$ cat src/rtl/spi_pkt_pkg.sv
package spi_pkt_pkg;
  localparam int TIME_W = 8;
  localparam int LEN_W  = 10;
  localparam int LOOP_W = 8;

  localparam logic [2:0] A_CLK  = 3'd0;
  localparam logic [2:0] A_RUN  = 3'd1;
  localparam logic [2:0] A_CMD  = 3'd2;
  localparam logic [2:0] A_TX   = 3'd3;
  localparam logic [2:0] A_RX   = 3'd4;
  localparam logic [2:0] A_STAT = 3'd5;

  typedef enum logic [2:0] {
    ST_IDLE, ST_SETUP, ST_SHIFT, ST_HOLD, ST_PAUSED, ST_GAP
  } seq_state_e;

  // byte taken from a FIFO word; swap reverses lane order
  function automatic logic [7:0] word_byte(input logic [31:0] w, input logic [1:0] idx,
                                           input logic swap);
    logic [31:0] s;
    s = w >> {(swap ? ~idx : idx), 3'b000};
    return s[7:0];
  endfunction

  // byte placed into a FIFO word lane
  function automatic logic [31:0] word_put(input logic [31:0] w, input logic [7:0] b,
                                           input logic [1:0] idx, input logic swap);
    logic [4:0] sh;
    sh = {(swap ? ~idx : idx), 3'b000};
    return (w & ~(32'h0000_00FF << sh)) | ({24'd0, b} << sh);
  endfunction

  // n-th bit on the wire of a byte
  function automatic logic byte_bit(input logic [7:0] b, input logic [2:0] n, input logic msb);
    return msb ? b[~n] : b[n];
  endfunction

  // shift one received bit into a byte
  function automatic logic [7:0] byte_shift(input logic [7:0] b, input logic d, input logic msb);
    return msb ? {b[6:0], d} : {d, b[7:1]};
  endfunction
endpackage

$ cat src/rtl/spi_pkt_fifo.sv
module spi_pkt_fifo #(
  parameter int WIDTH = 32,
  parameter int DEPTH = 8
) (
  input  logic             clk,
  input  logic             rst_n,
  input  logic             clr,
  input  logic             push,
  input  logic [WIDTH-1:0] din,
  input  logic             pop,
  output logic [WIDTH-1:0] dout,
  output logic             empty,
  output logic             full
);
  localparam int AW = $clog2(DEPTH);
  localparam int CW = AW + 1;

  logic [WIDTH-1:0] mem [DEPTH];
  logic [AW-1:0]    wr_q, rd_q;
  logic [CW-1:0]    cnt_q;

  assign empty = (cnt_q == '0);
  assign full  = (cnt_q == CW'(DEPTH));
  assign dout  = mem[rd_q];

  wire do_push = push && !full;
  wire do_pop  = pop && !empty;

  always_ff @(posedge clk) begin
    if (do_push && !clr) mem[wr_q] <= din;
  end

  always_ff @(posedge clk or negedge rst_n) begin
    if (!rst_n) begin
      wr_q <= '0; rd_q <= '0; cnt_q <= '0;
    end else if (clr) begin
      wr_q <= '0; rd_q <= '0; cnt_q <= '0;
    end else begin
      if (do_push) wr_q <= wr_q + AW'(1);
      if (do_pop)  rd_q <= rd_q + AW'(1);
      cnt_q <= cnt_q + CW'(do_push) - CW'(do_pop);
    end
  end

  AST_FIFO_NO_OVERFLOW: assert property (@(posedge clk) disable iff (!rst_n)
    (push && full && !pop && !clr) |=> (cnt_q == $past(cnt_q)));
  AST_FIFO_BOUND: assert property (@(posedge clk) disable iff (!rst_n)
    cnt_q <= CW'(DEPTH));
endmodule

$ cat src/rtl/spi_pkt_seq.sv
module spi_pkt_seq
  import spi_pkt_pkg::*;
#(
  parameter int TW = TIME_W,
  parameter int LW = LEN_W,
  parameter int PW = LOOP_W
) (
  input  logic          clk,
  input  logic          rst_n,
  input  logic          soft_rst,
  input  logic          go_start,
  input  logic          go_resume,
  input  logic [TW-1:0] sck_act,
  input  logic [TW-1:0] sck_idl,
  input  logic [TW-1:0] cs_setup,
  input  logic [TW-1:0] cs_hold,
  input  logic [TW-1:0] cs_idle,
  input  logic [LW-1:0] pkt_len,
  input  logic [PW-1:0] loops,
  input  logic          cpol,
  input  logic          cpha,
  input  logic          tx_msb,
  input  logic          rx_msb,
  input  logic          pause_en,
  input  logic [7:0]    tx_byte,
  output logic          tx_take,
  output logic [7:0]    rx_byte,
  output logic          rx_put,
  output logic          run_end,
  output logic          fin_evt,
  output logic          pause_evt,
  output logic          sck,
  output logic          cs_n,
  output logic          mosi,
  input  logic          miso
);
  seq_state_e    state_q;
  logic [TW-1:0] cnt_q;
  logic          half_q;
  logic [2:0]    bit_q;
  logic [LW-1:0] byte_cnt_q, len_q;
  logic [PW-1:0] loop_cnt_q, loops_q;
  logic [7:0]    txb_q, rxsh_q;
  logic          mosi_q;

  // named internal events
  logic tick, begin_bits, lead_edge, trail_edge, byte_done, last_byte;
  logic [7:0] sample_val;

  assign tick       = (cnt_q == '0);
  assign begin_bits = !soft_rst && (((state_q == ST_SETUP) && tick) ||
                                    ((state_q == ST_PAUSED) && go_resume));
  assign lead_edge  = (state_q == ST_SHIFT) && !half_q && tick;
  assign trail_edge = (state_q == ST_SHIFT) && half_q && tick;
  assign byte_done  = trail_edge && (bit_q == 3'd7);
  assign last_byte  = (byte_cnt_q == len_q) && (loop_cnt_q == loops_q);
  assign sample_val = byte_shift(rxsh_q, miso, rx_msb);

  assign tx_take   = begin_bits || (byte_done && !last_byte);
  assign rx_put    = byte_done;
  assign rx_byte   = cpha ? sample_val : rxsh_q;
  assign run_end   = byte_done && last_byte;
  assign fin_evt   = (state_q == ST_GAP) && tick;
  assign pause_evt = (state_q == ST_HOLD) && tick && pause_en;

  assign cs_n = (state_q == ST_IDLE) || (state_q == ST_GAP);
  assign sck  = ((state_q == ST_SHIFT) && half_q) ? ~cpol : cpol;
  assign mosi = mosi_q;

  always_ff @(posedge clk or negedge rst_n) begin
    if (!rst_n) begin
      state_q <= ST_IDLE; cnt_q <= '0; half_q <= 1'b0; bit_q <= '0;
      byte_cnt_q <= '0; loop_cnt_q <= '0; len_q <= '0; loops_q <= '0;
      txb_q <= '0; rxsh_q <= '0; mosi_q <= 1'b0;
    end else if (soft_rst) begin
      state_q <= ST_IDLE; cnt_q <= '0; half_q <= 1'b0; bit_q <= '0;
    end else if (begin_bits) begin
      state_q    <= ST_SHIFT;
      half_q     <= 1'b0;
      cnt_q      <= sck_idl;
      bit_q      <= '0;
      txb_q      <= tx_byte;
      byte_cnt_q <= '0;
      loop_cnt_q <= '0;
      len_q      <= pkt_len;
      loops_q    <= loops;
      if (!cpha) mosi_q <= byte_bit(tx_byte, 3'd0, tx_msb);
    end else begin
      unique case (state_q)
        ST_IDLE: if (go_start) begin
          state_q <= ST_SETUP;
          cnt_q   <= cs_setup;
        end
        ST_SETUP, ST_GAP: begin
          if (!tick) cnt_q <= cnt_q - TW'(1);
          else if (state_q == ST_GAP) state_q <= ST_IDLE;
        end
        ST_PAUSED: ;
        ST_HOLD: begin
          if (!tick) cnt_q <= cnt_q - TW'(1);
          else if (pause_en) state_q <= ST_PAUSED;
          else begin
            state_q <= ST_GAP;
            cnt_q   <= cs_idle;
          end
        end
        ST_SHIFT: begin
          if (!tick) begin
            cnt_q <= cnt_q - TW'(1);
          end else if (!half_q) begin
            half_q <= 1'b1;
            cnt_q  <= sck_act;
            if (cpha) mosi_q <= byte_bit(txb_q, bit_q, tx_msb);
            else      rxsh_q <= sample_val;
          end else begin
            if (cpha) rxsh_q <= sample_val;
            half_q <= 1'b0;
            if (bit_q != 3'd7) begin
              bit_q <= bit_q + 3'd1;
              cnt_q <= sck_idl;
              if (!cpha) mosi_q <= byte_bit(txb_q, bit_q + 3'd1, tx_msb);
            end else if (last_byte) begin
              state_q <= ST_HOLD;
              cnt_q   <= cs_hold;
            end else begin
              bit_q <= '0;
              cnt_q <= sck_idl;
              txb_q <= tx_byte;
              if (!cpha) mosi_q <= byte_bit(tx_byte, 3'd0, tx_msb);
              if (byte_cnt_q == len_q) begin
                byte_cnt_q <= '0;
                loop_cnt_q <= loop_cnt_q + PW'(1);
              end else begin
                byte_cnt_q <= byte_cnt_q + LW'(1);
              end
            end
          end
        end
        default: state_q <= ST_IDLE;
      endcase
    end
  end

  AST_START_ASSERTS_CS: assert property (@(posedge clk) disable iff (!rst_n)
    (state_q == ST_IDLE && go_start && !soft_rst) |=> !cs_n);
  AST_RESUME_IDLE_NOOP: assert property (@(posedge clk) disable iff (!rst_n)
    (state_q == ST_IDLE && go_resume && !go_start && !soft_rst) |=> cs_n);
  AST_SOFT_RST_RELEASES: assert property (@(posedge clk) disable iff (!rst_n)
    soft_rst |=> (cs_n && state_q == ST_IDLE));
  AST_PAUSE_ENTRY: assert property (@(posedge clk) disable iff (!rst_n)
    (pause_evt && !soft_rst) |=> (state_q == ST_PAUSED && !cs_n));
  AST_PAUSE_HOLDS_CS: assert property (@(posedge clk) disable iff (!rst_n)
    (state_q == ST_PAUSED && !go_resume && !soft_rst) |=> (state_q == ST_PAUSED && !cs_n));
  AST_LEAD_TO_ACTIVE: assert property (@(posedge clk) disable iff (!rst_n)
    (lead_edge && !soft_rst) |=> (state_q == ST_SHIFT && half_q));
endmodule

$ cat src/rtl/spi_pkt_master.sv
module spi_pkt_master
  import spi_pkt_pkg::*;
#(
  parameter int FIFO_BYTES = 32
) (
  input  logic        clk,
  input  logic        rst_n,
  input  logic        reg_we,
  input  logic        reg_re,
  input  logic [2:0]  reg_addr,
  input  logic [31:0] reg_wdata,
  output logic [31:0] reg_rdata,
  output logic        irq,
  output logic        sck,
  output logic        cs_n,
  output logic        mosi,
  input  logic        miso
);
  localparam int WORDS = FIFO_BYTES / 4;

  logic [31:0] clk_cfg_q, run_cfg_q, cmd_q;
  logic [1:0]  status_q;
  logic [1:0]  txp_q, rxp_q;
  logic [31:0] rx_acc_q;

  logic go_start, go_resume, soft_rst, rd_stat, wr_tx, rd_rx;
  logic tx_take, rx_put, run_end, fin_evt, pause_evt;
  logic [7:0]  tx_byte, rx_byte;
  logic [31:0] tx_head, rx_head, rx_merged;
  logic tx_empty, tx_full, rx_empty, rx_full, tx_pop, rx_push;

  wire wr_cmd = reg_we && (reg_addr == A_CMD);
  assign go_start  = wr_cmd && reg_wdata[0];
  assign go_resume = wr_cmd && reg_wdata[1];
  assign soft_rst  = wr_cmd && reg_wdata[2];
  assign rd_stat   = reg_re && (reg_addr == A_STAT);
  assign wr_tx     = reg_we && (reg_addr == A_TX) && !tx_full;
  assign rd_rx     = reg_re && (reg_addr == A_RX);

  always_ff @(posedge clk or negedge rst_n) begin
    if (!rst_n) begin
      clk_cfg_q <= '0; run_cfg_q <= '0; cmd_q <= '0;
    end else if (reg_we) begin
      if (reg_addr == A_CLK) clk_cfg_q <= reg_wdata;
      if (reg_addr == A_RUN) run_cfg_q <= reg_wdata;
      if (reg_addr == A_CMD) cmd_q     <= {reg_wdata[31:3], 3'b000};
    end
  end

  // transmit byte lane walk
  assign tx_byte = tx_empty ? 8'h00 : word_byte(tx_head, txp_q, cmd_q[15]);
  assign tx_pop  = (tx_take && !tx_empty && (txp_q == 2'd3)) || (run_end && (txp_q != 2'd0));

  // receive byte lane fill
  assign rx_merged = word_put(rx_acc_q, rx_byte, rxp_q, cmd_q[14]);
  assign rx_push   = rx_put && ((rxp_q == 2'd3) || run_end) && !rx_full;

  always_ff @(posedge clk or negedge rst_n) begin
    if (!rst_n) begin
      txp_q <= '0; rxp_q <= '0; rx_acc_q <= '0; status_q <= '0;
    end else if (soft_rst) begin
      txp_q <= '0; rxp_q <= '0; rx_acc_q <= '0; status_q <= '0;
    end else begin
      if (run_end) txp_q <= 2'd0;
      else if (tx_take && !tx_empty) txp_q <= txp_q + 2'd1;
      if (rx_put) begin
        if ((rxp_q == 2'd3) || run_end) begin
          rx_acc_q <= '0;
          rxp_q    <= 2'd0;
        end else begin
          rx_acc_q <= rx_merged;
          rxp_q    <= rxp_q + 2'd1;
        end
      end
      status_q[0] <= fin_evt   || (status_q[0] && !rd_stat);
      status_q[1] <= pause_evt || (status_q[1] && !rd_stat);
    end
  end

  assign irq = (status_q[0] && cmd_q[16]) || (status_q[1] && cmd_q[17]);

  always_comb begin
    reg_rdata = '0;
    unique case (reg_addr)
      A_CLK:   reg_rdata = clk_cfg_q;
      A_RUN:   reg_rdata = run_cfg_q;
      A_CMD:   reg_rdata = cmd_q;
      A_RX:    reg_rdata = rx_empty ? 32'd0 : rx_head;
      A_STAT:  reg_rdata = {30'd0, status_q};
      default: reg_rdata = '0;
    endcase
  end

  spi_pkt_fifo #(.WIDTH(32), .DEPTH(WORDS)) tx_fifo_i (
    .clk(clk), .rst_n(rst_n), .clr(soft_rst), .push(wr_tx), .din(reg_wdata),
    .pop(tx_pop), .dout(tx_head), .empty(tx_empty), .full(tx_full));

  spi_pkt_fifo #(.WIDTH(32), .DEPTH(WORDS)) rx_fifo_i (
    .clk(clk), .rst_n(rst_n), .clr(soft_rst), .push(rx_push), .din(rx_merged),
    .pop(rd_rx), .dout(rx_head), .empty(rx_empty), .full(rx_full));

  spi_pkt_seq #(.TW(TIME_W), .LW(LEN_W), .PW(LOOP_W)) seq_i (
    .clk(clk), .rst_n(rst_n), .soft_rst(soft_rst), .go_start(go_start), .go_resume(go_resume),
    .sck_act(clk_cfg_q[7:0]), .sck_idl(clk_cfg_q[15:8]),
    .cs_hold(clk_cfg_q[23:16]), .cs_setup(clk_cfg_q[31:24]),
    .pkt_len(run_cfg_q[9:0]), .loops(run_cfg_q[23:16]), .cs_idle(run_cfg_q[31:24]),
    .cpha(cmd_q[8]), .cpol(cmd_q[9]), .tx_msb(cmd_q[12]), .rx_msb(cmd_q[13]),
    .pause_en(cmd_q[4]),
    .tx_byte(tx_byte), .tx_take(tx_take), .rx_byte(rx_byte), .rx_put(rx_put),
    .run_end(run_end), .fin_evt(fin_evt), .pause_evt(pause_evt),
    .sck(sck), .cs_n(cs_n), .mosi(mosi), .miso(miso));

  AST_STATUS_CLEAR_ON_READ: assert property (@(posedge clk) disable iff (!rst_n)
    (rd_stat && !fin_evt && !pause_evt) |=> (status_q == 2'b00));
  AST_FINISH_FROM_EVENT: assert property (@(posedge clk) disable iff (!rst_n)
    $rose(status_q[0]) |-> $past(fin_evt));
  AST_TX_WORD_RETIRED: assert property (@(posedge clk) disable iff (!rst_n)
    (run_end && !soft_rst) |=> (txp_q == 2'd0));
endmodule

$ cat config.mk
export PLATFORM = sky130hd
export DESIGN_NAME = spi_pkt_master
export DESIGN_NICKNAME = d
export VERILOG_FILES = /design/src/rtl/spi_pkt_pkg.sv /design/src/rtl/spi_pkt_fifo.sv /design/src/rtl/spi_pkt_seq.sv /design/src/rtl/spi_pkt_master.sv
export SDC_FILE = /design/constraint.sdc
export NUM_CORES = 1
export LEC_CHECK = 0
export ABC_AREA = 1
export BUFFER_PORTS_ARGS = -buffer_cell sky130_fd_sc_hd__buf_2
export CORE_MARGIN = 4
export CORE_UTILIZATION = 50
export DETAILED_ROUTE_END_ITERATION = 7
export PLACE_DENSITY = 0.73
export SYNTH_ARGS = -nofsm -noshare
export SYNTH_HDL_FRONTEND = slang
export SYNTH_SLANG_ARGS = --single-unit
export TNS_END_PERCENT = 1
$ cat constraint.sdc
create_clock -name clk -period 11.2 [get_ports clk]
set_input_delay 1.12 -clock clk [delete_from_list [all_inputs] [get_ports clk]]
set_output_delay 1.12 -clock clk [all_outputs]
set_load 0.03 [all_outputs]
# Word level (Yosys, flattened, before mapping)
# Memories as Yosys holds them, arrays and structs flattened.
# Index checks and enable logic that the tools add are counted.
[classes]
n_addsub = 14
magnitude_cmp = 4
n_eq_ne = 35
n_shift = 3
muxes = 109
bitwise = 10
n_reduce_logical = 84
[op_table]
columns = ["op", "count"]
rows = [
  ["8-bit two-way mux", 28],
  ["32-bit case mux with 5 select lines", 1],
  ["32-bit two-way mux", 4],
  ["3-bit two-way mux", 25],
  ["10-bit two-way mux", 7],
  ["1-bit logical AND", 35],
  ["32-bit bitwise AND", 1],
  ["32-bit inverter", 1],
  ["32-bit bitwise OR", 1],
  ["8-bit case mux with 4 select lines", 1],
  ["8-bit by 5-bit << shifter with 32-bit output", 1],
  ["8-bit by 5-bit << shifter with 32-bit output, first input constant", 1],
  ["32-bit by 5-bit >> shifter with 8-bit output", 1],
  ["1-bit two-way mux", 27],
  ["4-bit by 1-bit != test with 1-bit output, second input constant", 6],
  ["2-bit nonzero test", 10],
  ["2-bit two-way mux", 9],
  ["3-bit by 4-bit less-than comparator with 1-bit output, second input constant", 4],
  ["3-bit by 1-bit adder with 3-bit output, second input constant", 5],
  ["3-bit == test, second input constant", 5],
  ["3-bit case mux with 5 select lines", 1],
  ["3-bit nonzero test", 5],
  ["1-bit binary-select mux with 3-bit select", 4],
  ["3-bit by 2-bit == test with 1-bit output, second input constant", 4],
  ["other kinds (35)", 72],
]
[totals]
register_bits = 219
ramBits = 512
output_inout_bits = 36
n_memories = 2
[mem_list]
columns = ["name", "words", "word_bits", "read_ports", "rd_ports_with_merged_regs", "wr", "line_no", "text"]
rows = [
  ["rx_fifo_i.mem", 8, 32, 1, 0, 1, "spi_pkt_fifo.sv:18", "logic [WIDTH-1:0] mem [DEPTH];"],
  ["tx_fifo_i.mem", 8, 32, 1, 0, 1, "spi_pkt_fifo.sv:18", ""],
]

# Logic depth before layout (Yosys ltp)
[logic_depth]
ltp_word = 13
ltp_mapped = 21
ltp_nobuf = 21

# Modules after synthesis
# From an unflattened synthesis, not the netlist that was laid out.
[hier_totals]
cells_unflattened = 4006
hier_area_um2 = 34868.4
[by_module_without_submodules]
columns = ["mod", "n_inst", "cells_per_inst", "area_per_inst_um2"]
rows = [
  ["spi_pkt_fifo at tx_fifo_i", 1, 1198, 11765.0],
  ["spi_pkt_fifo at rx_fifo_i", 1, 1195, 11753.8],
  ["spi_pkt_master", 1, 909, 6641.4],
  ["spi_pkt_seq", 1, 704, 4708.3],
]

# Worst setup path after synthesis
# Ideal clock, no wire load.
[synth_path]
kind = "input-to-reg"
startpoint = "in reg_addr[2]"
endpoint = "mem tx_fifo_i.mem[0][0], enable pin"
setup_ps = 502
arrival_time_ps = 4617
required_ps = 10698
path_slack_ps = 6081
cell_stages = 5
n_path_buf = 0
cell_sequence = "inv_2 > nand2_1 > inv_2 > nand4_1 > nor4_1"
[synth_via]
elab_chain_len = 7
word_cells_on_any_way = 11
[synth_rtl]
columns = ["element", "line_no", "text"]
rows = [
  ["start: declaration", "spi_pkt_master.sv:10", "input logic [2:0] reg_addr,"],
  ["3-bit by 2-bit == test with 1-bit output (on tied branches)", "spi_pkt_master.sv:37, spi_pkt_master.sv:32", ""],
  ["1-bit logical AND (on tied branches)", "spi_pkt_master.sv:37, spi_pkt_master.sv:32", ""],
  ["1-bit logical AND (on tied branches)", "spi_pkt_master.sv:37, spi_pkt_master.sv:35", ""],
  ["1-bit logical AND or 1-bit zero test (tied branches)", "spi_pkt_fifo.sv:26, spi_pkt_fifo.sv:30", ""],
  ["1-bit logical AND *", "spi_pkt_fifo.sv:30", "if (do_push && !clr) mem[wr_q] <= din;"],
  ["1-bit two-way mux *", "spi_pkt_fifo.sv:30", ""],
  ["1-bit two-way mux (implied by the code) *", "spi_pkt_fifo.sv:30", ""],
  ["end: declaration", "spi_pkt_fifo.sv:18", ""],
]
# Mark *: on every way between the ends. The rest lies on a longest branch, timed or not.

# Worst setup path in the final report
[layout_path]
startpoint = "reg rx_fifo_i.rd_q[0]"
endpoint = "out reg_rdata[22]"
[layout_via]
elab_chain_len = 3
[layout_rtl]
columns = ["element", "line_no", "text"]
rows = [
  ["start: declaration", "spi_pkt_fifo.sv:19", "logic [AW-1:0] wr_q, rd_q;"],
  ["start signal: assignment", "spi_pkt_fifo.sv:40", "if (do_pop) rd_q <= rd_q + AW'(1);"],
  ["memory read 8 x 32 bit", "n/a", ""],
  ["32-bit two-way mux", "spi_pkt_master.sv:88", "A_RX: reg_rdata = rx_empty ? 32'd0 : rx_head;"],
  ["32-bit case mux with 5 select lines", "spi_pkt_master.sv:84", "unique case (reg_addr)"],
  ["end: declaration", "spi_pkt_master.sv:12", "output logic [31:0] reg_rdata,"],
]
# Every way passes these cells.

==> results by group <==
Run
  • Max_cap viols: 0

Logic synthesis
  • Mapped cell area: around 0.032 mm²
  • Post-synthesis area per instance: 10.9 µm²
  • Yosys warning count: 0
  • Number of flops mapped to enable cells by yosys: 512
  • FF+latch count, synth: 731
  • Yosys cell types: 51
  • Register area share after synthesis: 65.8%
  • Cells after Synth: 2911
  • Asr flop ratio synth: 30.0%
  • Main flop type after synthesis: edfxtp_1
  • Net Count, Synth: 2977

Floorplanning
  • Core footprint: around 0.063 mm²
  • Initial core utilization: 50.4%
  • Die Wd: 260 µm
  • Die height: roughly 260 µm
  • Die area: approximately 0.068 mm²
  • IO Pins: 76
  • FP Rows: around 90

Clocking
  • Clk slew on worst S/H paths: 0.06 ns
  • CTS Buffer Depth: 3
  • Total CTS buffers: 77
  • Cts repair resizes: 0
  • CTS tree: yes
  • Clk Tree Root Cell: clkbuf_16
  • Setup bufs post-CTS: 0
  • Clk sinks: 731
  • Worst skew pair latency: between 0.6 and 0.7 ns
  • # hold bufs at CTS: 0
  • H-Tree Depth: 3

Timing
  • Final min period: 5.06 ns
  • RSZ-0062 raised after global routing: no
  • Final setup fails: 0
  • Final Max Slew Viols: 0
  • Hold WS: 0.415 ns
  • Fin Setup TNS: 0 ns
  • Final period utilization: a little under half
  • Final worst clock skew: 0.0373 ns
  • Slew Limit Headroom: 22.7%
  • Final Hold Viols: 0
  • Crit path setup slack, layout: between 6 and 7 ns
  • Slew of the pin with the lowest slew margin: 1.16 ns
  • F_max: 198 MHz

Finish
  • Final Instance Area: 0.0355 mm²
  • Area growth, synth to finish: 11.8%
  • Final core utilization: 56.3%
  • Fin nets: 3007
  • Commonest non-fill, non-tap cell in the layout: edfxtp_1
  • Most frequent cells in the layout: edfxtp_1 (512), nand2_1 (508), o21ai_0 (407), nor2_1 (295), dfrtp_1 (215)
  • Layout cell share with drive strength beyond 1: approximately a tenth
  • Filler instances: 5096
  • Sequential cell area: about 0.021 mm²
  • Area of the multi-input gates: roughly 0.0095 mm²

Placement
  • Dpl hpwl: between 50000 and 60000 µm
  • Port bufs: 75
  • Setup slack after placement: between 6 and 7 ns
  • RD Place Congestion: 0.955
  • Placed Area: 0.0329 mm²

Critical path
  • Crit-path max cell delay: 0.91 ns
  • CP Class: flip-flop to primary output
  • CP Launch Type: flip-flop
  • Reg2Reg Depth: 21
  • CP Capture Type: primary output
  • Required @ worst endpoint: around 10 ns
  • Crit path arrival time: 3.94 ns
  • Critical Path Slowest Stage Cell: inv_2
  • Largest fanout on the critical path: 59
  • CP Cell Sequence: inv_2, buf_4, nor2_1, o221ai_1, o211ai_1, o2111ai_1, buf_2

Drt
  • Total iterations of the first detailed-routing run: 6
  • Average via count per standard cell: 6.02
  • DRT Wirelength: 88400 µm
  • Routed len/inst: about 23 µm
  • DRC viols: 0
  • Drt initial violations: between 3000 and 4000
  • Final ANT Viol Nets: 0
  • Vias: 23200

Global route
  • Largest net degree at the start of global routing: 105
  • GR Util All Layers: 26.1%
  • Vias in the first global route: approximately 23000
  • Initial antenna violation count: 4
  • Overflow left after global routing: 0
  • First-pass GRT wire length: ~130000 µm

Status
  • Outcome: completed

Power
  • VDD IR-drop max: 0.000161 V
  • LEAKAGE: 13.7 nW
  • Pwr Density: 209 mW/mm²

Hold path
  • HP Class: input pin to async pin
worst max-delay path: cells and delay by family (launching register included):
kind,cells,cell delay (ns)
flip-flops,1,0.75
AO/OA/AOI/OAI,3,0.68
buffers and inverters,3,1.71
AND/OR/NAND/NOR,1,0.08
per-layer routing:
metal  part of all wire, %  GRT usage, %
met1                    40          35.9
met3                   9.5          5.31
met5                 0.015             0
met4                   5.0          12.1
met2                    46          40.3
cell families (layout without fill, tap and decap cells):
| family | after synthesis | after routing | synth area share, % |
|---|---|---|---|
| AOI/OAI and AO/OA | 697 | 697 | 13.3 |
| xor gates and xnor gates | 22 | 22 | 0.608 |
| buffers and inverters | 384 | 476 | 4.71 |
| adders and majority gates | 26 | 26 | 1.07 |
| muxes | 43 | 43 | 1.36 |
| DFF | 731 | 731 | 65.8 |
| other | 0 | 2 | 0 |
| and+or+nand+nor | 1008 | 1008 | 13.1 |
metrics by stage:
| stage | total power, mW | cells |
|---|---|---|
| 2_1_floorplan | 4.33 | 2911 |
| 3_3_place_gp | 4.81 | 3708 |
| 3_5_place_dp | 4.86 | 3708 |
| 4_1_cts | 7.41 | 3849 |
| 5_1_grt | 7.73 | 3850 |
| 6_report | 7.41 | 3851 |
area by class of cell:
class / instances / area share (%)
clock buffers: 99 / 5.91
diodes: 2 / 0.0141
clock inverters: 42 / 1.33
inverters: 223 / 2.37
well taps: 846 / 2.99
repair buffers: 112 / 1.87
multi-input cells: 1796 / 26.7
flip-flops and latches: 731 / 58.9
synthesized netlist by cell type, types with 24 or more instances:
library cell | n | area share [%]
o211ai_1 | 28 | 0.66
inv_1 | 210 | 2.5
nor2_1 | 295 | 3.5
dfrtp_1 | 219 | 17
nor3_1 | 24 | 0.38
a21oi_1 | 68 | 1.1
mux2i_1 | 43 | 1.4
clkbuf_1 | 118 | 1.4
nand4_1 | 33 | 0.65
nand3_1 | 116 | 1.8
o21ai_2 | 31 | 0.86
o221ai_1 | 93 | 2.6
ha_1 | 24 | 0.95
o21ai_0 | 407 | 6.4
edfxtp_1 | 512 | 48
nand2_1 | 510 | 6.0
path summary, 6_finish.rpt:
| check | startpoint | endpoint | slack (ns) |
|---|---|---|---|
| max | rx_fifo_i.rd_q[0]$_DFFE_PN0P_ | reg_rdata[22] | 6.14 |
| min | rst_n | rx_acc_q[29]$_DFFE_PN0P_ | 0.41 |
| max reg2reg | seq_i.cnt_q[0]$_DFFE_PN0P_ | tx_fifo_i.cnt_q[2]$_DFF_PN0_ | 7.03 |
| min reg2reg | rx_acc_q[17]$_DFFE_PN0P_ | rx_acc_q[17]$_DFFE_PN0P_ | 0.48 |
| max in group asynchronous | rst_n | tx_fifo_i.rd_q[0]$_DFFE_PN0P_ | 8.84 |
| min in group clk | rx_acc_q[17]$_DFFE_PN0P_ | rx_acc_q[17]$_DFFE_PN0P_ | 0.48 |
sequential cells by signal, summed over array words and instances, names as in the netlist, 2 cells and up:
name and count:
rx_acc_q 32, tx_fifo_i.wr_q 3, rx_fifo_i.cnt_q 4, run_cfg_q 32, seq_i.cnt_q 8, clk_cfg_q 32
seq_i.bit_q 3, tx_fifo_i.mem 256, rx_fifo_i.mem 256, seq_i.state_q 3, rx_fifo_i.rd_q 3, rxp_q 2
seq_i.txb_q 8, seq_i.rxsh_q 8, status_q 2, seq_i.byte_cnt_q 10, tx_fifo_i.rd_q 3, cmd_q 29
txp_q 2, seq_i.loop_cnt_q 8, rx_fifo_i.wr_q 3, seq_i.len_q 10, tx_fifo_i.cnt_q 4, seq_i.loops_q 8
power breakdown:
| group | total, mW | internal, mW | switching, mW |
|---|---|---|---|
| clock network | 2.57 | 1.50 | 1.07 |
| registers | 3.34 | 3.11 | 0.227 |
| logic | 1.51 | 0.456 | 1.05 |
(Power assumes the default switching activity.)
